$ cat config.mk
export PLATFORM = sky130hd
export DESIGN_NAME = lrst_ctrl
export DESIGN_NICKNAME = d
export VERILOG_FILES = /design/src/rtl/lrst_pkg.sv /design/src/rtl/lrst_rst_sync.sv /design/src/rtl/lrst_rx_filter.sv /design/src/rtl/lrst_tx_insert.sv /design/src/rtl/lrst_ctrl.sv
export SDC_FILE = /design/constraint.sdc
export NUM_CORES = 1
export LEC_CHECK = 0
export ABC_AREA = 0
export BUFFER_PORTS_ARGS = -buffer_cell sky130_fd_sc_hd__buf_2
export CORE_AREA = 2 2 39 41
export CTS_BUF_LIST = sky130_fd_sc_hd__clkbuf_4 sky130_fd_sc_hd__clkbuf_8
export DETAILED_ROUTE_END_ITERATION = 10
export DIE_AREA = 0 0 41 43
export GPL_TIMING_DRIVEN = 0
export PLACE_DENSITY = 0.78
export SETUP_SLACK_MARGIN = 0.5
export SKIP_CTS_REPAIR_TIMING = 1
export SYNTH_ARGS = -nofsm -noshare
export SYNTH_HDL_FRONTEND = slang
export SYNTH_SLANG_ARGS = --single-unit
$ cat constraint.sdc
create_clock -name clk -period 0.8 [get_ports clk]
set_input_delay 0.08 -clock clk [delete_from_list [all_inputs] [get_ports clk]]
set_output_delay 0.08 -clock clk [all_outputs]
set_load 0.03 [all_outputs]
$ cat src/rtl/lrst_pkg.sv
package lrst_pkg;
  // Bit of the reset control byte that carries the request
  localparam int unsigned RST_BIT = 0;

  // Per-cycle receive observation
  typedef struct packed {
    logic hit;   // qualifying frame position
    logic set;   // reset bit value at that position
  } lrst_obs_t;
endpackage

$ cat src/rtl/lrst_rst_sync.sv
module lrst_rst_sync #(
  parameter int unsigned STAGES = 2
) (
  input  logic clk,
  input  logic rst_n_in,
  output logic rst_n_out
);
  logic [STAGES-1:0] sync_q;

  always_ff @(posedge clk or negedge rst_n_in) begin
    if (!rst_n_in) sync_q <= '0;
    else           sync_q <= {sync_q[STAGES-2:0], 1'b1};
  end

  assign rst_n_out = sync_q[STAGES-1];
endmodule

$ cat src/rtl/lrst_rx_filter.sv
module lrst_rx_filter
  import lrst_pkg::*;
#(
  parameter int unsigned IDX_W      = 8,
  parameter int unsigned CW_W       = 8,
  parameter int unsigned RST_CW_IDX = 130,
  parameter int unsigned PERSIST    = 4
) (
  input  logic             clk,
  input  logic             rst_n,
  input  logic             pos_vld,
  input  logic [IDX_W-1:0] cw_idx,
  input  logic [CW_W-1:0]  cw_byte,
  input  logic             lof,
  input  logic             rx_en,
  output logic             req
);
  localparam int unsigned CNT_W = $clog2(PERSIST + 1);
  localparam logic [CNT_W-1:0] CNT_MAX  = CNT_W'(PERSIST);
  localparam logic [CNT_W-1:0] CNT_LAST = CNT_W'(PERSIST - 1);

  lrst_obs_t        obs;
  logic [CNT_W-1:0] cnt_q, cnt_d;
  logic             flag_q, flag_d;
  logic             upd_en;

  assign obs.hit = pos_vld && (cw_idx == IDX_W'(RST_CW_IDX));
  assign obs.set = cw_byte[RST_BIT];
  assign upd_en  = lof | obs.hit;

  always_comb begin
    cnt_d  = cnt_q;
    flag_d = flag_q;
    if (lof) begin
      cnt_d = '0;
    end else if (obs.hit) begin
      if (obs.set) begin
        if (cnt_q != CNT_MAX) cnt_d = cnt_q + 1'b1;
        if (rx_en && (cnt_q >= CNT_LAST)) flag_d = 1'b1;
      end else begin
        cnt_d = '0;
      end
    end
  end

  always_ff @(posedge clk or negedge rst_n) begin
    if (!rst_n) begin
      cnt_q  <= '0;
      flag_q <= 1'b0;
    end else if (upd_en) begin
      cnt_q  <= cnt_d;
      flag_q <= flag_d;
    end
  end

  assign req = flag_q;
endmodule

$ cat src/rtl/lrst_tx_insert.sv
module lrst_tx_insert
  import lrst_pkg::*;
#(
  parameter int unsigned CW_W = 8
) (
  input  logic            clk,
  input  logic            rst_n,
  input  logic            app_req,
  input  logic            tx_en,
  input  logic            slot,
  input  logic [CW_W-1:0] cw_in,
  output logic [CW_W-1:0] cw_out
);
  logic req_q;

  always_ff @(posedge clk or negedge rst_n) begin
    if (!rst_n) req_q <= 1'b0;
    else        req_q <= app_req;
  end

  always_comb begin
    cw_out = cw_in;
    if (slot) cw_out[RST_BIT] = req_q & tx_en;
  end
endmodule

$ cat src/rtl/lrst_ctrl.sv
module lrst_ctrl #(
  parameter int unsigned IDX_W      = 8,
  parameter int unsigned CW_W       = 8,
  parameter int unsigned RST_CW_IDX = 130,
  parameter int unsigned PERSIST    = 4,
  parameter int unsigned SYNC_STG   = 2
) (
  input  logic             clk,
  input  logic             rst_n,
  input  logic             rx_pos_vld,
  input  logic [IDX_W-1:0] rx_cw_idx,
  input  logic [CW_W-1:0]  rx_cw_byte,
  input  logic             rx_lof,
  input  logic             cfg_rx_rst_en,
  input  logic             cfg_tx_rst_en,
  input  logic             app_rst_req,
  input  logic             tx_slot,
  input  logic [CW_W-1:0]  tx_cw_in,
  output logic [CW_W-1:0]  tx_cw_out,
  output logic             rx_rst_req
);
  logic rst_n_s;

  lrst_rst_sync #(.STAGES(SYNC_STG)) u_sync (
    .clk       (clk),
    .rst_n_in  (rst_n),
    .rst_n_out (rst_n_s)
  );

  lrst_rx_filter #(
    .IDX_W(IDX_W), .CW_W(CW_W), .RST_CW_IDX(RST_CW_IDX), .PERSIST(PERSIST)
  ) u_rx (
    .clk     (clk),
    .rst_n   (rst_n_s),
    .pos_vld (rx_pos_vld),
    .cw_idx  (rx_cw_idx),
    .cw_byte (rx_cw_byte),
    .lof     (rx_lof),
    .rx_en   (cfg_rx_rst_en),
    .req     (rx_rst_req)
  );

  lrst_tx_insert #(.CW_W(CW_W)) u_tx (
    .clk     (clk),
    .rst_n   (rst_n_s),
    .app_req (app_rst_req),
    .tx_en   (cfg_tx_rst_en),
    .slot    (tx_slot),
    .cw_in   (tx_cw_in),
    .cw_out  (tx_cw_out)
  );
endmodule

-- After elaboration in Yosys (flattened, before gate mapping)
Cells that the tools add are included.
- flip-flop bits (word level): 7
- output and inout bits: 9
- bitwise gates (word level): 3
- multiplexer cells: 5
- eq/ne operators: 3
- reductions and logical operators: 5
- magnitude comparators: 1
- $add $sub $neg: 1
- operators with widths (cell ; number):
    $mux 3 ; 4
    $eq 8x8->1 const B ; 1
    $reduce_and 5->1 ; 1
    $add 3x1->3 const B ; 1
    $ge 3x2->1 const B ; 1
    $ne 3x1->1 const B ; 1
    $ne 3x3->1 const B ; 1
    $reduce_and 3->1 ; 1
    $logic_and 1x1->1 ; 2
    $reduce_bool 2->1 ; 1
    $and 1x1->1 ; 1
    $mux 1 ; 1
    $not 1->1 ; 1
    $or 1x1->1 ; 1

-- Longest topological paths before layout
Gate-level depths: netlist (run 1).
- depth after elaboration: 5
- mapped depth: 6
- depth with buffers taken out: 6

-- Modules after synthesis
Synthesis (run 1) repeated with hierarchy kept, for this count alone.
- cell total of the unflattened synthesis: 47
- area, all modules: 459.2 sq um
- by module, submodules not included (module ; area an instance (sq um) ; instances ; sequential area each (sq um) ; cells each):
    lrst_rx_filter ; 314.1 ; 1 ; 100.1 ; 33
    lrst_tx_insert ; 91.3 ; 1 ; 25.0 ; 11
    lrst_rst_sync ; 53.8 ; 1 ; 50.0 ; 3

-- Worst setup path after synthesis (run 1)
Ideal clock, no wire load.
- path type: register to register
- start point: register u_rx.cnt_q[0]
- end point: register u_rx.flag_q, in the netlist u_rx.req
- path slack: -0.409 ns
- data arrival time: 1.088 ns
- required time: 0.680 ns
- setup time: 0.120 ns
- stages on the path, launching flop included: 6
- path through: dfrtp_1 > ha_1 > ha_1 > nor2_1 > o21ai_0 > a41o_1
- cells in the longest elaborated chain, start to end: 3
- ends and longest elaborated chain (element ; line ; RTL):
    from (decl) ; lrst_rx_filter.sv:23 ; logic [CNT_W-1:0] cnt_q, cnt_d;
    from (signal assigned) ; lrst_rx_filter.sv:51 ; cnt_q <= cnt_d;
    $ge 3x2->1 ; lrst_rx_filter.sv:39 ; if (rx_en && (cnt_q >= CNT_LAST)) flag_d = 1'b1;
    $logic_and 1x1->1 ; lrst_rx_filter.sv:39 ;
    $reduce_and 5->1 (no source line) ; n/a ;
    to (signal assigned) ; lrst_rx_filter.sv:52 ; flag_q <= flag_d;
    to (decl) ; lrst_rx_filter.sv:24 ; logic flag_q, flag_d;
Every way passes these cells.
A chain may end at the register's enable or synchronous reset.

-- Worst setup path in the final report (run 1)
Ends and elaborated chain as after synthesis.

==> flow_metrics.tcl, run 1 <==
set metrics [dict create \
    h-tree-depth 1 \
    hpwlAfterDp_um 758 \
    clock-root-buffer "clkbuf_4" \
    die_area_um2 1760 \
    vias 454 \
    min_period_ps 1190 \
    clk_pin_slew_ps 50 \
    initial_utilization_pct 30.7 \
    ys_seq_elements 7 \
    antenna_found_initial 0 \
    status "complete, but fails checks" \
    drcViolationCount 0 \
    path_max_fanout 3 \
    whs_ps -68.7 \
    setup_ws_ps -393 \
    r2r-end "u_rx.req" \
    post-place-ws_ps -441 \
    drt_iter0_markers 4 \
    whs_endpoint "u_tx.req_q" \
    netlist_instances 43 \
    cts.sinks 7 \
    peakVddDrop_mv 0.643 \
    placed_area_um2 623 \
    clkPwrFrac_pct 38.3 \
    sw_frac_of_total_pct 25.2 \
    synth_area_um2 425 \
    syn_nets 78 \
    ant_nets 0 \
    skew_ps 5.42 \
    critPathLaunchType "register" \
    rsz0062_at_grt "true" \
    finalPower_mw 0.941 \
    critPathLaunch "u_rx.cnt_q[0]" \
    end_kind "register" \
    post-route-util_pct 58.3 \
    power.density_nw_per_um2 1170 \
    die_w_um 41 \
    arrival_ps 1340 \
    diodes 0 \
    coreArea_um2 1380 \
    track_usage_pct 12.3 \
    seq_power_share_pct 39.3 \
    synth_seq_area_share_pct 41.2 \
    synth.avg_cell_area_um2 9.89 \
    finalCritPeriodShare_pct 149 \
    pin_count 41 \
    required_ps 950 \
    fin_area_um2 807 \
    ys_warn_count 0 \
    grt_pass1_wl_um 1360 \
    finalSetupViolCount 6 \
    insertion_delay_ps 260 \
    cts_buffer_depth 2 \
    cts_tree "built" \
    hold_viol_final 1 \
    rrSetupSlack_ps -390 \
    cap_violations 0 \
    critPathKind "reg2reg" \
    whs_path_depth 1 \
    violations "hold timing, setup timing" \
    areaGrowthSynthToFinish_pct 89.7 \
    place_congestion 0.802 \
    portBuffers 26 \
    rr_startpoint "u_rx.cnt_q[0]" \
    nets 114 \
    avgViaCountPerCell 4.83 \
    rows 14 \
    firstDrtPassIters 4 \
    cts_buffers 3 \
    worstHoldStart "app_rst_req" \
    hp-class "in2reg" \
    grt_max_degree 7 \
    die_h_um 43 \
    power.internal_mw 0.703 \
    timing.fmax_ghz 0.838 \
    p_sw_mw 0.237 \
    avgRoutedWirePerCell_um 11.1 \
    r2r_cells 5 \
    grt_pass1_vias 372 \
    ys_types 20 \
    drt_wl_total_um 1050 \
    fillers 114 \
    drv_slew 0 \
    p_leak_nw 0.386 \
    power_frac_comb_pct 22.5 \
    drive_gt1_share_pct 73.1 \
    grt_overflow_total 0 \
]
==> stage by stage <==
stage          std cells  hold WS [ps]  TNS (ps)
3_3_place_gp          85          -135     -1490
2_1_floorplan         43          -216     -1220
4_1_cts               89          -403     -1950
6_report              94         -68.7     -1610
3_5_place_dp          85          -133     -1600
5_1_grt               94         -79.9     -1940
==> cell type report <==
| class | count | area, um2 | area share [%] |
|---|---|---|---|
| tap | 16 | 20.0 | 2.48 |
| buffer | 7 | 78.8 | 9.77 |
| sequential | 7 | 175 | 21.7 |
| timing repair buffer | 31 | 226 | 28.1 |
| clock buffer | 4 | 30.0 | 3.72 |
| inverter | 4 | 15.0 | 1.86 |
| multi-input combinational | 25 | 262 | 32.4 |
==> synth_stat cells, drive strengths merged <==
cell type | number | area (um2)
conb | 1 | 3.75
nor2 | 2 | 7.51
a21oi | 1 | 8.76
o31ai | 2 | 15.0
nand4 | 2 | 12.5
inv | 4 | 15.0
a41o | 1 | 10.0
dfrtp | 7 | 175
o21ai | 2 | 10.0
ha | 3 | 37.5
nand2b | 1 | 6.26
nand3 | 3 | 20.0
nor2b | 1 | 6.26
nand2 | 2 | 7.51
buf | 7 | 52.6
nor4 | 1 | 12.5
and2 | 1 | 6.26
nor3b | 1 | 7.51
and4 | 1 | 11.3
==> power groups by stage <==
stage	Sequential (mW)	Clock [mW]	Combinational (mW)
5_1_grt	0.370	0.406	0.227
6_report	0.369	0.360	0.211
2_1_floorplan	0.373	0	0.103
3_5_place_dp	0.375	0	0.173
4_1_cts	0.369	0.376	0.173
3_3_place_gp	0.375	0	0.170
==> cell usage in the layout (no fill, tap or decap) <==
| cell | synthesis | final |
|---|---|---|
| a21oi_2 | 1 | 1 |
| a41o_1 | 1 | 1 |
| and2_4 | 0 | 1 |
| and4_4 | 1 | 1 |
| buf_2 | 0 | 17 |
| buf_4 | 7 | 4 |
| buf_6 | 0 | 16 |
| clkbuf_4 | 0 | 4 |
| conb_1 | 1 | 1 |
| dfrtp_1 | 7 | 7 |
| dlygate4sd3_1 | 0 | 1 |
| ha_2 | 0 | 1 |
| ha_4 | 0 | 2 |
| inv_1 | 4 | 2 |
| inv_2 | 0 | 2 |
| nand2_1 | 2 | 1 |
| nand2_2 | 0 | 1 |
| nand2b_1 | 1 | 1 |
| nand3_1 | 2 | 1 |
| nand3_2 | 1 | 2 |
| nand4_1 | 2 | 2 |
| nor2_1 | 2 | 1 |
| nor2_2 | 0 | 1 |
| nor2b_1 | 1 | 1 |
| nor3b_1 | 1 | 1 |
| nor4_2 | 1 | 1 |
| o21ai_1 | 0 | 1 |
| o21ai_4 | 0 | 1 |
| o31ai_4 | 0 | 2 |
==> state kept, by name, summed over array words and instances (netlist names) <==
name and cells:
u_rx.req 1, u_tx.req_q 1, u_rx.cnt_q 3, u_sync.sync_q 2
==> worst max path at each step <==
stage                          to  depth (start not counted)  slack (ps)
floorplan                u_rx.req                          5        -310
global placement    u_rx.cnt_q[0]                          5        -380
detailed placement  u_rx.cnt_q[1]                          5        -440
CTS                 u_rx.cnt_q[1]                          5        -460
global route             u_rx.req                          5        -460
finish                   u_rx.req                          5        -390
==> kinds of logic after synthesis <==
| logic type | synth area share [%] |
|---|---|
| other | 0.882 |
| flip-flops | 41.2 |
| AO/OA/AOI/OAI | 10.3 |
| AND/OR/NAND/NOR | 22.9 |
| buffers and inverters | 15.9 |
| adder cells (fa/ha/maj) | 8.82 |
==> critical path, cell delays in order, from the launching register on <==
cell and delay [ps]:
dfrtp_1 400, ha_2 210, ha_4 150, nor2_2 70, o21ai_1 80, a41o_1 180
==> layer usage <==
metal  global-route usage (%)  share of wire (%)
met4                     12.7                3.8
met5                        0                  0
met1                     11.4                 33
met3                     6.28                 13
met2                     17.5                 50
Note: power is estimated with default switching activity, not from simulation.
==> inputs of run 2 (changes only) <==
--- a/config.mk
+++ b/config.mk
@@ -12,7 +12,7 @@
 export DETAILED_ROUTE_END_ITERATION = 10
 export DIE_AREA = 0 0 41 43
 export GPL_TIMING_DRIVEN = 0
-export PLACE_DENSITY = 0.78
+export PLACE_DENSITY = 0.69
 export SETUP_SLACK_MARGIN = 0.5
 export SKIP_CTS_REPAIR_TIMING = 1
 export SYNTH_ARGS = -nofsm -noshare
==> run 2 against run 1 <==
The run still ends with hold timing, setup timing left. Clock-buffer cell count did not move. Non-clock buffer count down 3. Global-route usage shrank 1.2 points. Sequential power about the same. Clock power barely moved. Die area is the same. Hold slack worse by 7.2 ps. Power fell by 0.35%. Final cell count fell by 3.2%. Combinational power barely moved. Wire length down 8.3%. Largest power group unchanged.
==> flow_metrics.tcl, run 2 (synthesized netlist as in run 1, its figures left out) <==
set metrics [dict create \
    status "complete, but fails checks" \
    violations "hold timing, setup timing" \
    timing.fmax_ghz 0.815 \
    drive_gt1_share_pct 72.0 \
    end_kind "register" \
    grt_max_degree 7 \
    antenna_found_initial 0 \
    cts_buffers 3 \
    hp-class "in2reg" \
    power.density_nw_per_um2 1200 \
    critPathLaunchType "register" \
    cts.sinks 7 \
    avgRoutedWirePerCell_um 10.6 \
    drv_slew 0 \
    die_h_um 43 \
    grt_pass1_vias 350 \
    firstDrtPassIters 2 \
    sw_frac_of_total_pct 25.0 \
    largestRegisters "u_rx.cnt_q: 3 flops, u_sync.sync_q: 2 flops" \
    clkPwrFrac_pct 38.1 \
    drt_wl_total_um 961 \
    peakVddDrop_mv 0.941 \
    final_cell_mix "17 x buf_2, 16 x buf_6, 7 x dfrtp_1" \
    avgViaCountPerCell 4.56 \
    die_w_um 41 \
    min_period_ps 1230 \
    p_sw_mw 0.234 \
    track_usage_pct 11.1 \
    insertion_delay_ps 260 \
    rows 14 \
    clock-root-buffer "clkbuf_4" \
    clk_pin_slew_ps 60 \
    grt_overflow_total 0 \
    drcViolationCount 0 \
    path_buf_inv 1 \
    rsz0062_at_grt "true" \
    whs_ps -75.9 \
    diodes 0 \
    setup_ws_ps -427 \
    layout_commonest_cell "buf_2" \
    ant_nets 0 \
    finalSetupViolCount 6 \
    cts_buffer_depth 2 \
    vias 415 \
    power_frac_comb_pct 22.5 \
    required_ps 970 \
    seq_power_share_pct 39.4 \
    rrSetupSlack_ps -430 \
    fin_area_um2 778 \
    setup_tns_ps -1820 \
    cap_violations 0 \
    skew_ps 10.6 \
    placed_area_um2 623 \
    cp_top_family "flip-flops" \
    grt_pass1_wl_um 1300 \
    cts_tree "built" \
    fillers 115 \
    critPathKind "reg2reg" \
    path_max_fanout 3 \
    hold_viol_final 1 \
    largest_reg_flops 3 \
    h-tree-depth 1 \
    power.internal_mw 0.703 \
    crit_slowest_cell "dfrtp_1" \
    drt_iter0_markers 10 \
    coreArea_um2 1380 \
    post-route-util_pct 56.2 \
    arrival_ps 1400 \
    initial_utilization_pct 30.7 \
    critPathMaxStageDelay_ps 410 \
    die_area_um2 1760 \
    cp_cell_sequence "inv_2 -> ha_4 -> nand3_2 -> and2_4 -> o31ai_4" \
    p_leak_nw 0.372 \
    hpwlAfterDp_um 702 \
    areaGrowthSynthToFinish_pct 82.9 \
    finalCritPeriodShare_pct 153 \
    nets 111 \
    pin_count 41 \
    place_congestion 0.798 \
    portBuffers 26 \
    regMostFlops "u_rx.cnt_q" \
]
## run 2: power by group through the flow
| stage | logic [mW] | clock network, mW | registers, mW |
|---|---|---|---|
| 2_1_floorplan | 0.103 | 0 | 0.373 |
| 3_3_place_gp | 0.170 | 0 | 0.374 |
| 3_5_place_dp | 0.173 | 0 | 0.375 |
| 4_1_cts | 0.174 | 0.371 | 0.369 |
| 5_1_grt | 0.225 | 0.395 | 0.371 |
| 6_report | 0.211 | 0.357 | 0.369 |
## run 2: final timing paths
| check | cells after the start | startpoint | endpoint |
|---|---|---|---|
| max | 5 | u_rx.cnt_q[0] | u_rx.cnt_q[0] |
| min | 1 | app_rst_req | u_tx.req_q |
| max reg2reg | 5 | u_rx.cnt_q[0] | u_rx.cnt_q[0] |
| min reg2reg | 0 | u_sync.sync_q[1] | u_tx.req_q |
| max in group asynchronous | 0 | u_sync.sync_q[1] | u_rx.req |
| min in group asynchronous | 0 | u_sync.sync_q[1] | u_tx.req_q |
## run 2: routing by layer
metal  vias to the layer above  share of wire (%)  GRT usage, %
li1                        206                  -             -
met2                        23                 57          18.1
met1                       186                 35          12.1
met4                         0                  0          2.00
met3                         0                8.7          6.28
met5                         -                  0             0
## run 2: area by class of cell
type / count / area (um2) / share of cell area (%)
Buffer: 7 / 78.8 / 10.1
Clock buffer: 4 / 30.0 / 3.86
Inverter: 4 / 15.0 / 1.93
Multi-Input combinational cell: 25 / 255 / 32.8
Sequential cell: 7 / 175 / 22.5
Tap cell: 16 / 20.0 / 2.57
Timing Repair Buffer: 28 / 204 / 26.2
## run 2: stage by stage
| step | std cells | power [mW] | worst slack (ps) |
|---|---|---|---|
| 6_report | 91 | 0.938 | -427 |
| 5_1_grt | 91 | 0.991 | -481 |
| 4_1_cts | 89 | 0.914 | -457 |
| 3_5_place_dp | 85 | 0.547 | -440 |
| 3_3_place_gp | 85 | 0.544 | -398 |
| 2_1_floorplan | 43 | 0.476 | -312 |
==> inputs of run 3 (changes only) <==
--- a/config.mk
+++ b/config.mk
@@ -13,7 +13,7 @@
 export DIE_AREA = 0 0 41 43
 export GPL_TIMING_DRIVEN = 0
 export PLACE_DENSITY = 0.69
-export SETUP_SLACK_MARGIN = 0.5
+export SETUP_SLACK_MARGIN = 0.4
 export SKIP_CTS_REPAIR_TIMING = 1
 export SYNTH_ARGS = -nofsm -noshare
 export SYNTH_HDL_FRONTEND = slang
==> run 3 against run 2 <==
Clock-buffer cell count unchanged. Combinational power about the same. Flip-flop and latch count unchanged. Register-to-register slack better by 30 ps. The flow still finishes with violations (hold timing, setup timing). First-iteration DRC count down 70%. Power down 2.0%. Utilization down 0.81 points. Wire length down 1.9%. Clock power down 4%. Die area unchanged. Final cell count up 1.1%.
==> flow_metrics.tcl, run 3 (synthesized netlist as in run 1, its figures left out) <==
set metrics [dict create \
    fillers 116 \
    hold_viol_final 1 \
    clock-root-buffer "clkbuf_4" \
    initial_utilization_pct 30.7 \
    ant_nets 0 \
    drv_slew 0 \
    die_h_um 43 \
    critPathKind "reg2reg" \
    insertion_delay_ps 250 \
    cp_cell_sequence "ha_2 -> ha_2 -> nor2_1 -> o21ai_1 -> a41o_1" \
    fin_cells 92 \
    largest_reg_flops 3 \
    peakVddDrop_mv 1.38 \
    placed_area_um2 597 \
    setup_ws_ps -397 \
    die_area_um2 1760 \
    cap_violations 0 \
    p_leak_nw 0.371 \
    whs_ps -61.7 \
    nets 112 \
    critPathLaunchType "register" \
    skew_ps 3.21 \
    die_w_um 41 \
    grt_pass1_vias 380 \
    fin_area_um2 767 \
    largestRegisters "u_rx.cnt_q: 3 flops, u_sync.sync_q: 2 flops" \
    timing.fmax_ghz 0.836 \
    cpMostUsedCell "ha_2" \
    status "complete, but fails checks" \
    grt_overflow_total 0 \
    dp_cells 85 \
    regArea_um2 175 \
    vias 423 \
    rsz0062_at_grt "true" \
    diodes 0 \
    final_cell_mix "17 x buf_2, 15 x buf_6, 7 x dfrtp_1" \
    pin_count 41 \
    place_congestion 0.873 \
    finalSetupViolCount 6 \
    finalCritPeriodShare_pct 150 \
    crit_slowest_cell "dfrtp_1" \
    h-tree-depth 1 \
    cts_tree "built" \
    avgRoutedWirePerCell_um 10.3 \
    clk_pin_slew_ps 50 \
    firstDrtPassIters 2 \
    coreArea_um2 1380 \
    power.density_nw_per_um2 1200 \
    avgViaCountPerCell 4.60 \
    areaGrowthSynthToFinish_pct 80.3 \
    drcViolationCount 0 \
    cts.sinks 7 \
    regMostFlops "u_rx.cnt_q" \
    drive_gt1_share_pct 71.1 \
    violations "hold timing, setup timing" \
    path_max_fanout 3 \
    drt_iter0_markers 3 \
    cts_buffers 3 \
    grt_pass1_wl_um 1410 \
    antenna_found_initial 0 \
    cts_buffer_depth 2 \
    end_kind "register" \
    critPathMaxStageDelay_ps 410 \
    grt_max_degree 7 \
    layout_commonest_cell "buf_2" \
    required_ps 930 \
    multi_input_comb_area_um2 240 \
    min_period_ps 1200 \
    track_usage_pct 11.8 \
    hp-class "in2reg" \
    drt_wl_total_um 943 \
    rrSetupSlack_ps -400 \
    rows 14 \
    arrival_ps 1330 \
    hpwlAfterDp_um 711 \
    portBuffers 26 \
]
[run 3: per-stage QoR]
stage	power, mW	setup TNS [ps]	utilization, %	worst slack [ps]
detailed placement	0.537	-1560	43.1	-411
finish	0.919	-1680	55.4	-397
CTS	0.883	-1890	45.3	-418
floorplan	0.465	-1220	-	-312
global route	0.973	-1960	55.4	-452
global placement	0.534	-1530	43.1	-399
[run 3: critical path, delay by kind of cell (launching register included)]
family,cells,cell delay [ps]
DFF,1,410
AOI/OAI and AO/OA,2,250
and+or+nand+nor,1,80
adders and majority gates,2,340
[run 3: power breakdown]
group,leakage (nW),internal [mW],switching [mW]
Combinational,0.262,0.115,0.0950
Clock,0.0184,0.223,0.117
Sequential,0.0909,0.363,0.00602
Total,0.371,0.701,0.218
[run 3: metal layers]
metal | vias to the layer above | global-route usage, % | part of all wire (%)
met1 | 194 | 12.1 | 36
li1 | 208 | - | -
met5 | - | 0 | 0
met4 | 0 | 4.00 | 0
met2 | 21 | 19.4 | 56
met3 | 0 | 6.28 | 7.4
[run 3: final cells by class]
cell class | instances | share of cell area [%]
buffer | 7 | 9.79
tap | 16 | 2.61
sequential | 7 | 22.8
inverter | 4 | 1.96
clock buffer | 4 | 3.92
multi-input combinational | 25 | 31.3
timing repair buffer | 29 | 27.6
[run 3: worst paths after layout]
| kind | startpoint | to | cells past startpoint |
|---|---|---|---|
| setup / recovery | u_rx.cnt_q[0] | u_rx.req | 5 |
| hold / removal | app_rst_req | u_tx.req_q | 1 |
| setup reg to reg | u_rx.cnt_q[0] | u_rx.req | 5 |
| hold reg to reg | u_sync.sync_q[1] | u_tx.req_q | 0 |
| max in group asynchronous | rst_n | u_sync.sync_q[0] | 2 |
| min in group asynchronous | u_sync.sync_q[1] | u_tx.req_q | 0 |
